**src/rtl/bcid_pkg.sv**
```systemverilog
// Shared types and helpers for the bunch-crossing gate.
// Assumes: register field select is a single address bit.
package bcid_pkg;

    // Register field selected by the low address bit.
    typedef enum logic {
        FLD_MASK = 1'b0,
        FLD_GATE = 1'b1
    } cfg_fld_e;

    // Clamp a requested gate width into the legal window.
    function automatic int clamp_gw(input int v, input int lo, input int hi);
        if (v < lo) return lo;
        if (v > hi) return hi;
        return v;
    endfunction

endpackage

```
**src/rtl/bcid_phase.sv**
```systemverilog
// Tick-phase counter inside one crossing period.
// Assumes: OVS ticks per crossing, counter restarts at 0 on reset.
module bcid_phase #(
    parameter int OVS  = 8,
    localparam int PH_W = $clog2(OVS)
) (
    input  logic            clk,
    input  logic            rst_n,
    output logic [PH_W-1:0] ph_o
);

    logic [PH_W-1:0] ph_q;

    // Count ticks modulo OVS.
    always_ff @(posedge clk) begin
        if (!rst_n)                         ph_q <= '0;
        else if (ph_q == PH_W'(OVS - 1))    ph_q <= '0;
        else                                ph_q <= ph_q + 1'b1;
    end

    assign ph_o = ph_q;

endmodule

```
**src/rtl/bcid_cfg.sv**
```systemverilog
// Write-only configuration: per-port channel mask and gate width.
// Assumes: address = {port index, field bit}; width writes are clamped.
module bcid_cfg
    import bcid_pkg::*;
#(
    parameter int NUM_PORTS = 2,
    parameter int NUM_CH    = 16,
    parameter int GW_MIN    = 8,
    parameter int GW_MAX    = 16,
    parameter int GW_DEF    = 8,
    localparam int GW_W     = $clog2(GW_MAX + 1),
    localparam int PORT_W   = (NUM_PORTS > 1) ? $clog2(NUM_PORTS) : 1,
    localparam int AW       = PORT_W + 1
) (
    input  logic                        clk,
    input  logic                        rst_n,
    input  logic                        we_i,
    input  logic [AW-1:0]               addr_i,
    input  logic [NUM_CH-1:0]           wdata_i,
    output logic [NUM_PORTS*NUM_CH-1:0] mask_o,
    output logic [NUM_PORTS*GW_W-1:0]   gw_o
);

    for (genvar p = 0; p < NUM_PORTS; p++) begin : g_port
        logic [NUM_CH-1:0] mask_q;
        logic [GW_W-1:0]   gw_q;
        logic              sel;

        assign sel = we_i && (addr_i[AW-1:1] == PORT_W'(p));

        // Update the addressed field of this port.
        always_ff @(posedge clk) begin
            if (!rst_n) begin
                mask_q <= '0;
                gw_q   <= GW_W'(GW_DEF);
            end else if (sel) begin
                if (cfg_fld_e'(addr_i[0]) == FLD_MASK)
                    mask_q <= wdata_i;
                else
                    gw_q <= GW_W'(clamp_gw(int'(wdata_i[GW_W-1:0]), GW_MIN, GW_MAX));
            end
        end

        assign mask_o[p*NUM_CH +: NUM_CH] = mask_q;
        assign gw_o[p*GW_W +: GW_W]       = gw_q;


        gw_range_chk: assert property (@(posedge clk) disable iff (!rst_n)
            (gw_q >= GW_W'(GW_MIN)) && (gw_q <= GW_W'(GW_MAX)));
    end

endmodule

```
**src/rtl/bcid_chan.sv**
```systemverilog
// One channel: rising-edge gate, pending flag and crossing-aligned output.
// Assumes: gw_i >= 2; strobe_i is high for one tick per crossing.
module bcid_chan #(
    parameter int GW_W = 5
) (
    input  logic            clk,
    input  logic            rst_n,
    input  logic            hit_i,
    input  logic            byp_hit_i,
    input  logic            bypass_i,
    input  logic            strobe_i,
    input  logic [GW_W-1:0] gw_i,
    output logic            out_o
);

    logic            prev_q;
    logic            open_q;
    logic [GW_W-1:0] cnt_q;
    logic            pend_q;
    logic            out_q;
    logic            rise;
    logic            close;

    assign rise  = hit_i & ~prev_q;
    assign close = open_q && (cnt_q == GW_W'(1));

    // Edge history of the delayed hit.
    always_ff @(posedge clk) begin
        if (!rst_n) prev_q <= 1'b0;
        else        prev_q <= hit_i;
    end

    // Gate window: opens on a rise while closed, runs for gw_i ticks.
    always_ff @(posedge clk) begin
        if (!rst_n) begin
            open_q <= 1'b0;
            cnt_q  <= '0;
        end else if (!open_q) begin
            if (rise) begin
                open_q <= 1'b1;
                cnt_q  <= gw_i - 1'b1;
            end
        end else if (close) begin
            open_q <= 1'b0;
        end else begin
            cnt_q <= cnt_q - 1'b1;
        end
    end

    // Pending result: set by a closing gate, consumed by the strobe.
    always_ff @(posedge clk) begin
        if (!rst_n)        pend_q <= 1'b0;
        else if (strobe_i) pend_q <= close;
        else if (close)    pend_q <= 1'b1;
    end

    // Output register: bypass follows input, otherwise loaded per crossing.
    always_ff @(posedge clk) begin
        if (!rst_n)        out_q <= 1'b0;
        else if (bypass_i) out_q <= byp_hit_i;
        else if (strobe_i) out_q <= pend_q;
    end

    assign out_o = out_q;


    cnt_live_chk: assert property (@(posedge clk) disable iff (!rst_n)
        open_q |-> (cnt_q != '0));


    pend_after_close_chk: assert property (@(posedge clk) disable iff (!rst_n)
        $fell(open_q) |-> pend_q);

endmodule

```
**src/rtl/bcid_port.sv**
```systemverilog
// One port: polarity, mask, tick delay line, strobe decode, channel gates.
// Assumes: delays are in ticks below OVS; mask and width come registered.
module bcid_port #(
    parameter int NUM_CH = 16,
    parameter int OVS    = 8,
    parameter int GW_W   = 5,
    localparam int PH_W  = $clog2(OVS)
) (
    input  logic              clk,
    input  logic              rst_n,
    input  logic [NUM_CH-1:0] raw_i,
    input  logic              pol_i,
    input  logic [NUM_CH-1:0] mask_i,
    input  logic [PH_W-1:0]   sig_dly_i,
    input  logic [PH_W-1:0]   bc_dly_i,
    input  logic [PH_W-1:0]   ph_i,
    input  logic              bypass_i,
    input  logic [GW_W-1:0]   gw_i,
    output logic              strobe_o,
    output logic [NUM_CH-1:0] out_o
);

    logic [NUM_CH-1:0] hpol;
    logic [NUM_CH-1:0] tap_q [OVS-1];
    logic [NUM_CH-1:0] dly_hit;

    assign hpol     = (raw_i ^ {NUM_CH{pol_i}}) & ~mask_i;
    assign strobe_o = (ph_i == bc_dly_i);

    // Tick delay line holding the last OVS-1 processed samples.
    always_ff @(posedge clk) begin
        if (!rst_n) begin
            for (int k = 0; k < OVS - 1; k++) tap_q[k] <= '0;
        end else begin
            tap_q[0] <= hpol;
            for (int k = 1; k < OVS - 1; k++) tap_q[k] <= tap_q[k-1];
        end
    end

    // Pick the tap matching the programmed signal delay.
    always_comb begin
        dly_hit = hpol;
        for (int k = 1; k < OVS; k++)
            if (sig_dly_i == PH_W'(k)) dly_hit = tap_q[k-1];
    end

    for (genvar c = 0; c < NUM_CH; c++) begin : g_ch
        bcid_chan #(.GW_W(GW_W)) u_chan (
            .clk       (clk),
            .rst_n     (rst_n),
            .hit_i     (dly_hit[c]),
            .byp_hit_i (hpol[c]),
            .bypass_i  (bypass_i),
            .strobe_i  (strobe_o),
            .gw_i      (gw_i),
            .out_o     (out_o[c])
        );
    end


    out_hold_chk: assert property (@(posedge clk) disable iff (!rst_n)
        (!$past(bypass_i) && !$past(strobe_o)) |-> $stable(out_o));


    byp_mask_chk: assert property (@(posedge clk) disable iff (!rst_n)
        $past(bypass_i) |-> ((out_o & $past(mask_i)) == '0));

endmodule

```
**src/rtl/bcid_gate_top.sv**
```systemverilog
// Two-port bunch-crossing gate: shared phase counter, config registers,
// and one port slice per front-end board.
// Assumes: clk runs at OVS ticks per crossing; reset is synchronous.
module bcid_gate_top #(
    parameter int NUM_PORTS = 2,
    parameter int NUM_CH    = 16,
    parameter int OVS       = 8,
    parameter int GW_MIN    = 8,
    parameter int GW_MAX    = 16,
    parameter int GW_DEF    = 8,
    localparam int PH_W     = $clog2(OVS),
    localparam int GW_W     = $clog2(GW_MAX + 1),
    localparam int PORT_W   = (NUM_PORTS > 1) ? $clog2(NUM_PORTS) : 1,
    localparam int AW       = PORT_W + 1
) (
    input  logic                        clk,
    input  logic                        rst_n,
    input  logic [NUM_PORTS*NUM_CH-1:0] hit_i,
    input  logic [NUM_PORTS-1:0]        pol_i,
    input  logic                        bypass_i,
    input  logic [NUM_PORTS*PH_W-1:0]   sig_dly_i,
    input  logic [NUM_PORTS*PH_W-1:0]   bc_dly_i,
    input  logic                        cfg_we_i,
    input  logic [AW-1:0]               cfg_addr_i,
    input  logic [NUM_CH-1:0]           cfg_wdata_i,
    output logic [NUM_PORTS-1:0]        bc_strobe_o,
    output logic [NUM_PORTS*NUM_CH-1:0] hit_o
);

    logic [PH_W-1:0]               ph;
    logic [NUM_PORTS*NUM_CH-1:0]   mask;
    logic [NUM_PORTS*GW_W-1:0]     gw;

    bcid_phase #(.OVS(OVS)) u_phase (
        .clk   (clk),
        .rst_n (rst_n),
        .ph_o  (ph)
    );

    bcid_cfg #(
        .NUM_PORTS (NUM_PORTS),
        .NUM_CH    (NUM_CH),
        .GW_MIN    (GW_MIN),
        .GW_MAX    (GW_MAX),
        .GW_DEF    (GW_DEF)
    ) u_cfg (
        .clk     (clk),
        .rst_n   (rst_n),
        .we_i    (cfg_we_i),
        .addr_i  (cfg_addr_i),
        .wdata_i (cfg_wdata_i),
        .mask_o  (mask),
        .gw_o    (gw)
    );

    for (genvar p = 0; p < NUM_PORTS; p++) begin : g_port
        bcid_port #(
            .NUM_CH (NUM_CH),
            .OVS    (OVS),
            .GW_W   (GW_W)
        ) u_port (
            .clk       (clk),
            .rst_n     (rst_n),
            .raw_i     (hit_i[p*NUM_CH +: NUM_CH]),
            .pol_i     (pol_i[p]),
            .mask_i    (mask[p*NUM_CH +: NUM_CH]),
            .sig_dly_i (sig_dly_i[p*PH_W +: PH_W]),
            .bc_dly_i  (bc_dly_i[p*PH_W +: PH_W]),
            .ph_i      (ph),
            .bypass_i  (bypass_i),
            .gw_i      (gw[p*GW_W +: GW_W]),
            .strobe_o  (bc_strobe_o[p]),
            .out_o     (hit_o[p*NUM_CH +: NUM_CH])
        );
    end

endmodule

```
**config.mk**
```make
export PLATFORM = sky130hd
export DESIGN_NAME = bcid_gate_top
export DESIGN_NICKNAME = d
export VERILOG_FILES = /design/src/rtl/bcid_pkg.sv /design/src/rtl/bcid_phase.sv /design/src/rtl/bcid_cfg.sv /design/src/rtl/bcid_chan.sv /design/src/rtl/bcid_port.sv /design/src/rtl/bcid_gate_top.sv
export SDC_FILE = /design/constraint.sdc
export NUM_CORES = 1
export LEC_CHECK = 0
export BUFFER_PORTS_ARGS = -buffer_cell sky130_fd_sc_hd__buf_4
export CORE_ASPECT_RATIO = 0.75
export CORE_MARGIN = 4
export CORE_UTILIZATION = 45
export CTS_CLUSTER_DIAMETER = 120
export DETAILED_ROUTE_END_ITERATION = 6
export HOLD_SLACK_MARGIN = 0.05
export PLACE_DENSITY = 0.64
export SYNTH_ARGS = -nofsm -noshare
export SYNTH_HDL_FRONTEND = slang
export SYNTH_HIERARCHICAL = 1
export SYNTH_SLANG_ARGS = --single-unit
```
**constraint.sdc**
```tcl
create_clock -name clk -period 7 [get_ports clk]
set_input_delay 0.7 -clock clk [delete_from_list [all_inputs] [get_ports clk]]
set_output_delay 0.7 -clock clk [all_outputs]
set_load 0.02 [all_outputs]
```
==> impl_metrics.ini, run 1 <==
[setup_path]
arrival_ps = 2200
cp_data_required_time_ps = 6300
startpoint_type = flip-flop
reg2reg_to = g_port[1].u_port/g_ch[4].u_chan/cnt_q[4]$_SDFFE_PN0P_
rrSetupSlack_ps = 4690
worstPathMaxFanout = 33
r2r_cells = 7
worstReg2RegStart = u_cfg/g_port[1].gw_q[0]$_SDFFE_PN0P_
path_common_cell = buf_4
cp_slowest_cell = buf_4
crit_type = flip-flop to output pin
crit_buf_inv = 2
critPathMaxStageDelay_ps = 540
cp_cell_sequence = xor2_1 -> nor3_2 -> buf_4 -> buf_4
cp_top_family = buffers and inverters
end_kind = output pin

[place]
io_buffers = 101
gp_congestion = 0.840
dp.final_hpwl_um = 41800
postPlaceCellArea_um2 = 29200

[logic_synthesis]
synth_cell_types = 42
synth_nets = 3001
synth_flop_cell = dfxtp_1
ys_seq_area_share_pct = 40.3
synthArstFlopShare_pct = 0
synthTopCellsByArea = dfxtp_1 40%, mux2i_1 7.8%, and2_1 7.3%
synth.most_common_cell = dfxtp_1
postSynthAreaPerCell_um2 = 9.76
synth-seq-cells = 557
synth-edff-count = 0
synth.cell_area_um2 = 27700
synth_top_cell_area_share_pct = 40.3
yosysTopAreaCell = dfxtp_1
ys.warnings.count = 6
yosys-top-cells-count = 557 x dfxtp_1, 321 x and2_1, 228 x nand2_1
syn_inst = 2835

[clock_network]
clkTransAtPathRegs_ps = 60
post_cts_resized = 0
postCtsHoldBufs = 0
cts_max_level = 2
post-cts-setup-buffers = 0
cts_tree = yes
clock-root-buffer = clkbuf_16
numCtsBuffers = 58
cts_sinks = 557
clkLatencyLatePin_ps = 610
cts_buffer_depth = 3

[floorplanning]
rows = 78
fp.dieH_um = 223
start_util_pct = 45.6
core-area_um2 = 60700
die_area_um2 = 65500
die_w_um = 294
io_pins = 102

[hold_path]
hp-class = input pin to flip-flop
min_from = cfg_wdata_i[13]
min_delay_worst_endpoint = u_cfg/g_port[1].mask_q[13]$_SDFFE_PN0P_
min_path_cells = 3

[run]
drv_cap = 0

[global_route]
grt_usage_pct = 19.0
use_met2_pct = 28.7
grt_pass1_vias = 19300
gr-max-usage-layer = met2
gr-usage-met3_pct = 2.97
antenna_found_initial = 1
grt_pass1_wl_um = 103000
use_met1_pct = 28.1
overflow = 0
grt_max_degree = 195

[route]
drc_errors = 0
first_iter_violations = 1327
dr.pass1.iters = 5
antenna_left = 0
wl_per_cell_um = 16.7
wl_um = 63400
vias_per_cell = 5.22
vias = 19800

[timing]
slew_headroom_pct = 33.7
fin_crit_sh_pct = 41.4
rsz0062_at_grt = no
hold_violations = 0
setup_tns_ps = 0
fin_crit_ps = 2900
worst_pin_slew_ps = 994
setup_viol = 0
fmax_mhz = 345
skew_ps = 20.2
slew_viol_final = 0

[finish]
syn_to_final_growth_pct = 13.2
fin_area_um2 = 31300
n_fill_cell = 5470
nNetsFinal = 3109
multi_input_area_um2 = 15400
drive_above_1_share_pct = 12.2
regArea_um2 = 11200

[power]
p_leak_uw = 0.0126
powerDensity_nw_per_um2 = 262
max-vdd-ir-drop_mv = 0.181

[outcome]
status = completed
-- worst register-to-register path, stage by stage, from the launching register on --
cell and delay [ps]:
dfxtp_2 700, buf_4 570, inv_1 120, ha_1 230, nor3b_1 150, xor2_1 190
mux2i_1 140, o21ai_1 90
-- how the worst max path moves through the flow --
stage,cells after the start,endpoint,from
3_5_place_dp,9,g_port[0].u_port/g_ch[3].u_chan/cnt_q[0]$_SDFFE_PN0P_,sig_dly_i[0]
4_1_cts,4,bc_strobe_o[0],u_phase/ph_o[0]$_SDFF_PP0_
2_1_floorplan,2,bc_strobe_o[0],bc_dly_i[0]
3_3_place_gp,9,g_port[0].u_port/g_ch[3].u_chan/cnt_q[0]$_SDFFE_PN0P_,sig_dly_i[0]
6_report,4,bc_strobe_o[0],u_phase/ph_o[0]$_SDFF_PP0_
5_1_grt,4,bc_strobe_o[0],u_phase/ph_o[0]$_SDFF_PP0_
-- power breakdown --
group / switching [uW] / internal [uW]
Combinational: 674 / 598
Sequential: 214 / 3360
Clock: 1270 / 2070
-- cell usage in the layout, fill, tap and decap left out, types with 14 or more instances in the layout --
cell type | netlist | routed
a22oi_2 | 32 | 32
clkbuf_16 | 0 | 59
o22a_1 | 14 | 14
inv_1 | 204 | 204
clkbuf_8 | 0 | 19
a21boi_1 | 32 | 32
o21ai_1 | 64 | 64
nor2_1 | 48 | 48
xor2_1 | 166 | 166
buf_4 | 8 | 115
mux4_2 | 36 | 36
nor2b_1 | 98 | 98
nand2_1 | 228 | 228
and2_1 | 321 | 321
mux2i_1 | 216 | 216
mux2_2 | 32 | 32
nor3b_1 | 64 | 64
xnor2_1 | 58 | 58
and3b_1 | 34 | 34
nand3_1 | 65 | 65
ha_1 | 98 | 98
nor3_1 | 78 | 76
nor4b_4 | 32 | 32
a21oi_1 | 92 | 92
o21ai_0 | 46 | 46
nand2b_1 | 40 | 40
dfxtp_1 | 557 | 552
o211ai_1 | 64 | 64
-- kinds of logic (layout without fill, tap and decap cells) --
logic type / after synthesis / in the layout / share of synthesized area, %
AOI/OAI and AO/OA: 374 / 374 / 9.02
xor gates and xnor gates: 230 / 230 / 7.45
DFF: 557 / 557 / 40.3
adders and majority gates: 98 / 98 / 4.43
muxes: 284 / 284 / 12.1
other: 0 / 1 / 0
buffers and inverters: 273 / 429 / 4.12
and+or+nand+nor: 1019 / 1019 / 22.6
-- state kept, by name, indices dropped and copies added, names as in the netlist --
signal and flops:
g_port.u_port/g_ch.u_chan/open_q 32, u_cfg/g_port.mask_q 32, g_port.u_port/g_ch.u_chan/prev_q 32, g_port.u_port/g_ch.u_chan/out_o 32
u_phase/ph_o 3, g_port.u_port/tap_q 224, g_port.u_port/g_ch.u_chan/pend_q 32, u_cfg/g_port.gw_q 10
g_port.u_port/g_ch.u_chan/cnt_q 160
-- area by class of cell --
class,count,share of cell area [%]
Clock buffer,86,5.65
Tap cell,800,3.20
Sequential cell,557,35.6
Multi-Input combinational cell,2005,49.1
Clock inverter,22,1.09
Inverter,204,2.45
Timing Repair Buffer,117,2.87
Antenna cell,1,0.00799
-- per-stage QoR --
| step | worst slack [ps] | hold slack (ps) | util, % | cells | total power, uW |
|---|---|---|---|---|---|
| finish | 4100 | 410 | 51.6 | 3792 | 8190 |
| global route | 4010 | 411 | 51.6 | 3792 | 8590 |
| CTS | 4070 | 359 | 51.6 | 3791 | 8280 |
| detailed placement | 3960 | 436 | 48.1 | 3683 | 4910 |
| global placement | 3990 | 428 | 48.1 | 3683 | 4870 |
| floorplan | 2660 | 424 | - | 2835 | 4570 |
-- per-layer routing --
metal	share of wire (%)	wire (um)
met1	50	31900
met2	43	27000
met3	4.8	3020
met4	2.3	1470
met5	0	0
Power figures use the tool's default switching activity.
==> inputs of run 2 (changes only) <==
Settings changed: PLACE_DENSITY 0.64 to 0.66.
Clock period 7 ns to 2.6 ns, I/O delays scaled along.
==> run 2 against run 1 <==
Net effect: via count rose by 0.42%; global-route usage grew 0.52 points; utilization up 0.79 points; routed wire length increased by 1.7%; sequential cell count unchanged; clock power increased to 2.7 times the previous value; clock skew increased by 8.3 ps; largest cell class unchanged; largest power group unchanged; highest routed layer unchanged.
==> impl_metrics.ini, run 2 (synthesis results as in run 1) <==
[clock_network]
clkTransAtPathRegs_ps = 70
post-cts-setup-buffers = 0
clock-root-buffer = clkbuf_16
postCtsHoldBufs = 22
cts_tree = yes
cts_max_level = 2
numCtsBuffers = 58
cts_sinks = 557
cts_buffer_depth = 3
clkLatencyLatePin_ps = 630
post_cts_resized = 0

[place]
dp.final_hpwl_um = 42800
gp_congestion = 0.840
io_buffers = 101
dp_cells = 3701
dp_slack_ps = 220

[finish]
drive_above_1_share_pct = 12.7
regArea_um2 = 11200
final_cell_mix = 553 x dfxtp_1, 321 x and2_1, 228 x nand2_1, 216 x mux2i_1, 204 x inv_1
final_common_cell = dfxtp_1
largest_reg_flops = 224
instances_no_fill = 3830
multi_input_area_um2 = 15400
top_regs = g_port.u_port/tap_q x224, g_port.u_port/g_ch.u_chan/cnt_q x160
nNetsFinal = 3149
n_fill_cell = 5467
syn_to_final_growth_pct = 15.0
diodes = 0
top_register = g_port.u_port/tap_q
final_util_pct = 52.4

[timing]
fin_crit_sh_pct = 84.8
fmax_mhz = 454
skew_ps = 28.5
setup_tns_ps = 0
fin_crit_ps = 2200
worst_pin_slew_ps = 647
setup_viol = 0
hold_violations = 0
slew_headroom_pct = 56.9
setup_ws_ps = 396
rsz0062_at_grt = no
slew_viol_final = 0

[setup_path]
crit_buf_inv = 2
critPathMaxStageDelay_ps = 440
rrSetupSlack_ps = 620
startpoint_type = flip-flop
crit_type = flip-flop to output pin
worstPathMaxFanout = 33
cp_cell_sequence = xor2_1 -> nor3_4 -> buf_12 -> buf_4
cp_top_family = buffers and inverters
cp_data_required_time_ps = 2340
arrival_ps = 1940
cp_slowest_cell = dfxtp_1
end_kind = output pin

[route]
vias_per_cell = 5.19
wl_um = 64500
first_iter_violations = 1305
wl_per_cell_um = 16.8
antenna_left = 0
vias = 19900
drc_errors = 0
dr.pass1.iters = 5

[power]
powerDensity_nw_per_um2 = 696
max-vdd-ir-drop_mv = 0.520
p_leak_uw = 0.0128

[floorplanning]
fp.dieH_um = 223
start_util_pct = 45.6
rows = 78
core-area_um2 = 60700
io_pins = 102
die_w_um = 294
die_area_um2 = 65500

[global_route]
antenna_found_initial = 0
grt_usage_pct = 19.6
grt_pass1_vias = 19800
grt_max_degree = 152
grt_pass1_wl_um = 105000
overflow = 0

[outcome]
status = completed

[run]
drv_cap = 0

[hold_path]
hp-class = input pin to flip-flop
-- run 2: final timing paths --
path	from	to	depth (start not counted)
min	hit_i[14]	g_port[0].u_port/tap_q[0][14]$_SDFF_PN0_	4
max reg2reg	u_cfg/g_port[1].mask_q[6]$_SDFFE_PN0P_	g_port[1].u_port/g_ch[6].u_chan/cnt_q[0]$_SDFFE_PN0P_	7
min reg2reg	g_port[0].u_port/tap_q[3][7]$_SDFF_PN0_	g_port[0].u_port/tap_q[4][7]$_SDFF_PN0_	1
max	u_phase/ph_o[0]$_SDFF_PP0_	bc_strobe_o[0]	4
-- run 2: worst min-delay path: cells and delay by family --
family	cells	cell delay, ps
buf+inv	1	100
simple gates	2	210
xor+xnor	1	100
-- run 2: report_power, final --
part	leakage, uW	internal, uW	switching [uW]
clock network	0.00102	5420	3570
registers	0.00455	9050	572
logic	0.00725	1670	1840
total	0.0128	16100	5980
-- run 2: area by class of cell --
type	instances	share of cell area [%]
Clock buffer	77	5.27
Clock inverter	30	1.33
Inverter	204	2.41
Multi-Input combinational cell	2005	48.4
Sequential cell	557	35.1
Tap cell	800	3.15
Timing Repair Buffer	157	4.34
-- run 2: through the flow --
| stage | instance area (um2) | hold slack (ps) | power [uW] |
|---|---|---|---|
| 5_1_grt | 31800 | 109 | 23200 |
| 2_1_floorplan | 27700 | 382 | 12300 |
| 4_1_cts | 31800 | 69.7 | 22400 |
| 3_3_place_gp | 29500 | 427 | 13200 |
| 3_5_place_dp | 29500 | 432 | 13300 |
| 6_report | 31800 | 109 | 22100 |
-- run 2: layer usage --
layer / GRT usage, % / share of wire, % / vias to the layer above
met5: 0 / 0 / -
met4: 6.08 / 2.6 / 0
met3: 3.48 / 5.4 / 99
met2: 29.4 / 42 / 390
met1: 28.5 / 50 / 9458
li1: - / - / 9914
==> inputs of run 3 (changes only) <==
Settings changed: PLACE_DENSITY 0.66 to 0.64.
Clock period 2.6 ns to 2.3 ns, I/O delays scaled along.
==> run 3 against run 2 <==
Net effect: total power up 15%; sequential share of layout area decreased by 0.57 points; combinational power up 15%; clock skew rose by 1.5 ps; routed wire length increased by 1.9%; register-to-register slack got worse by 300 ps; die area is the same; non-clock buffer count grew 43; critical path type unchanged; largest cell class unchanged; highest routed layer unchanged.
==> impl_metrics.ini, run 3 (synthesis results as in run 1) <==
[power]
p_leak_uw = 0.0131
p_total_uw = 25500
powerDensity_nw_per_um2 = 787
max-vdd-ir-drop_mv = 0.568

[floorplanning]
die_area_um2 = 65500
io_pins = 102
die_w_um = 294
rows = 78
fp.dieH_um = 223
start_util_pct = 45.6
core-area_um2 = 60700

[route]
dr.pass1.iters = 5
antenna_left = 0
drc_errors = 0
vias_per_cell = 5.22
wl_per_cell_um = 17.0
first_iter_violations = 1106
vias = 20200
wl_um = 65800

[setup_path]
end_kind = output pin
cp_slowest_cell = dfxtp_1
critPathMaxStageDelay_ps = 420
cp_cell_sequence = xor2_1 -> nor3_4 -> buf_12 -> buf_4
crit_type = flip-flop to output pin
worstPathMaxFanout = 33
arrival_ps = 1920
startpoint_type = flip-flop
cp_data_required_time_ps = 2070

[global_route]
grt_max_degree = 97
overflow = 0
antenna_found_initial = 0
grt_usage_pct = 19.9
grt_pass1_vias = 20000
grt_pass1_wl_um = 107000

[timing]
setup_tns_ps = 0
fmax_mhz = 465
fin_crit_ps = 2150
skew_ps = 30.0
setup_viol = 0
worst_pin_slew_ps = 580
fin_crit_sh_pct = 93.5
rsz0062_at_grt = no
hold_violations = 0
slew_viol_final = 0
whs_ps = 85.6
slew_headroom_pct = 61.2

[finish]
largest_reg_flops = 224
nNetsFinal = 3192
final_common_cell = dfxtp_1
final_cell_mix = 553 x dfxtp_1, 321 x and2_1, 228 x nand2_1, 216 x mux2i_1, 204 x inv_1
syn_to_final_growth_pct = 16.9
top_register = g_port.u_port/tap_q
drive_above_1_share_pct = 13.4
n_fill_cell = 5386
diodes = 0
top_regs = g_port.u_port/tap_q x224, g_port.u_port/g_ch.u_chan/cnt_q x160

[clock_network]
cts_buffer_depth = 3
cts_tree = yes
numCtsBuffers = 58
cts_sinks = 557
clkTransAtPathRegs_ps = 60
cts_max_level = 2
clock-root-buffer = clkbuf_16
post-cts-setup-buffers = 0
clkLatencyLatePin_ps = 620

[place]
io_buffers = 101
gp_congestion = 0.852
dp.final_hpwl_um = 44900

[run]
drv_cap = 0

[hold_path]
hp-class = input pin to flip-flop

[outcome]
status = completed
-- run 3: cell types whose count changed in the layout (fill, tap and decap cells not counted), sizes merged --
cell	delta
bufinv	+4
clkbuf	+4
buf	+31
clkinv	-3
clkinvlp	-6
dlygate4sd3	+12
-- run 3: final timing paths --
path	from	slack (ps)	end	cells past startpoint
worst min register to register	g_port[0].u_port/tap_q[0][2]$_SDFF_PN0_	440	g_port[0].u_port/tap_q[1][2]$_SDFF_PN0_	1
worst max-delay path	u_phase/ph_o[0]$_SDFF_PP0_	150	bc_strobe_o[1]	4
worst min-delay path	rst_n	90	g_port[0].u_port/g_ch[4].u_chan/cnt_q[2]$_SDFFE_PN0P_	2
worst max register to register	g_port[0].u_port/tap_q[5][2]$_SDFF_PN0_	320	g_port[0].u_port/g_ch[2].u_chan/cnt_q[0]$_SDFFE_PN0P_	8
-- run 3: what timing repair did --
action,in CTS,in global routing
hold buffers,34,0
resized for setup,0,0
hold endpoints to repair,51,0
-- run 3: cell type report --
cell class / instances / area (um2) / area share (%)
clock inverter: 25 / 454 / 1.41
timing repair buffer: 200 / 1860 / 5.75
clock buffer: 81 / 1690 / 5.23
inverter: 204 / 766 / 2.37
sequential: 557 / 11200 / 34.5
multi-input combinational: 2005 / 15400 / 47.6
tap: 800 / 1000 / 3.10
-- run 3: per-stage QoR --
step	area (um2)	worst slack [ps]	std cells	utilization (%)
6_report	32300	150	3872	53.2
2_1_floorplan	27700	151	2835	-
4_1_cts	32300	83.3	3872	53.2
3_3_place_gp	29800	123	3732	49.1
5_1_grt	32300	22.4	3872	53.2
3_5_place_dp	29800	84.6	3732	49.1
-- run 3: worst max-delay path, delay by kind of cell (launching register included) --
family	cells	cell delay, ps
DFF	1	420
and+or+nand+nor	1	250
buffers and inverters	2	480
xor gates and xnor gates	1	130
-- run 3: routing by layer --
metal	vias up	global-route usage (%)	share of wire, %
met5	-	0	0
met4	0	3.77	1.7
met3	85	3.78	4.8
met2	349	30.7	43
met1	9747	29.2	50
li1	10000	-	-
-- run 3: where the power goes --
part	switching, uW	total, uW	internal, uW
clock	3980	10500	6550
combinational	2090	4040	1950
sequential	643	10900	10200
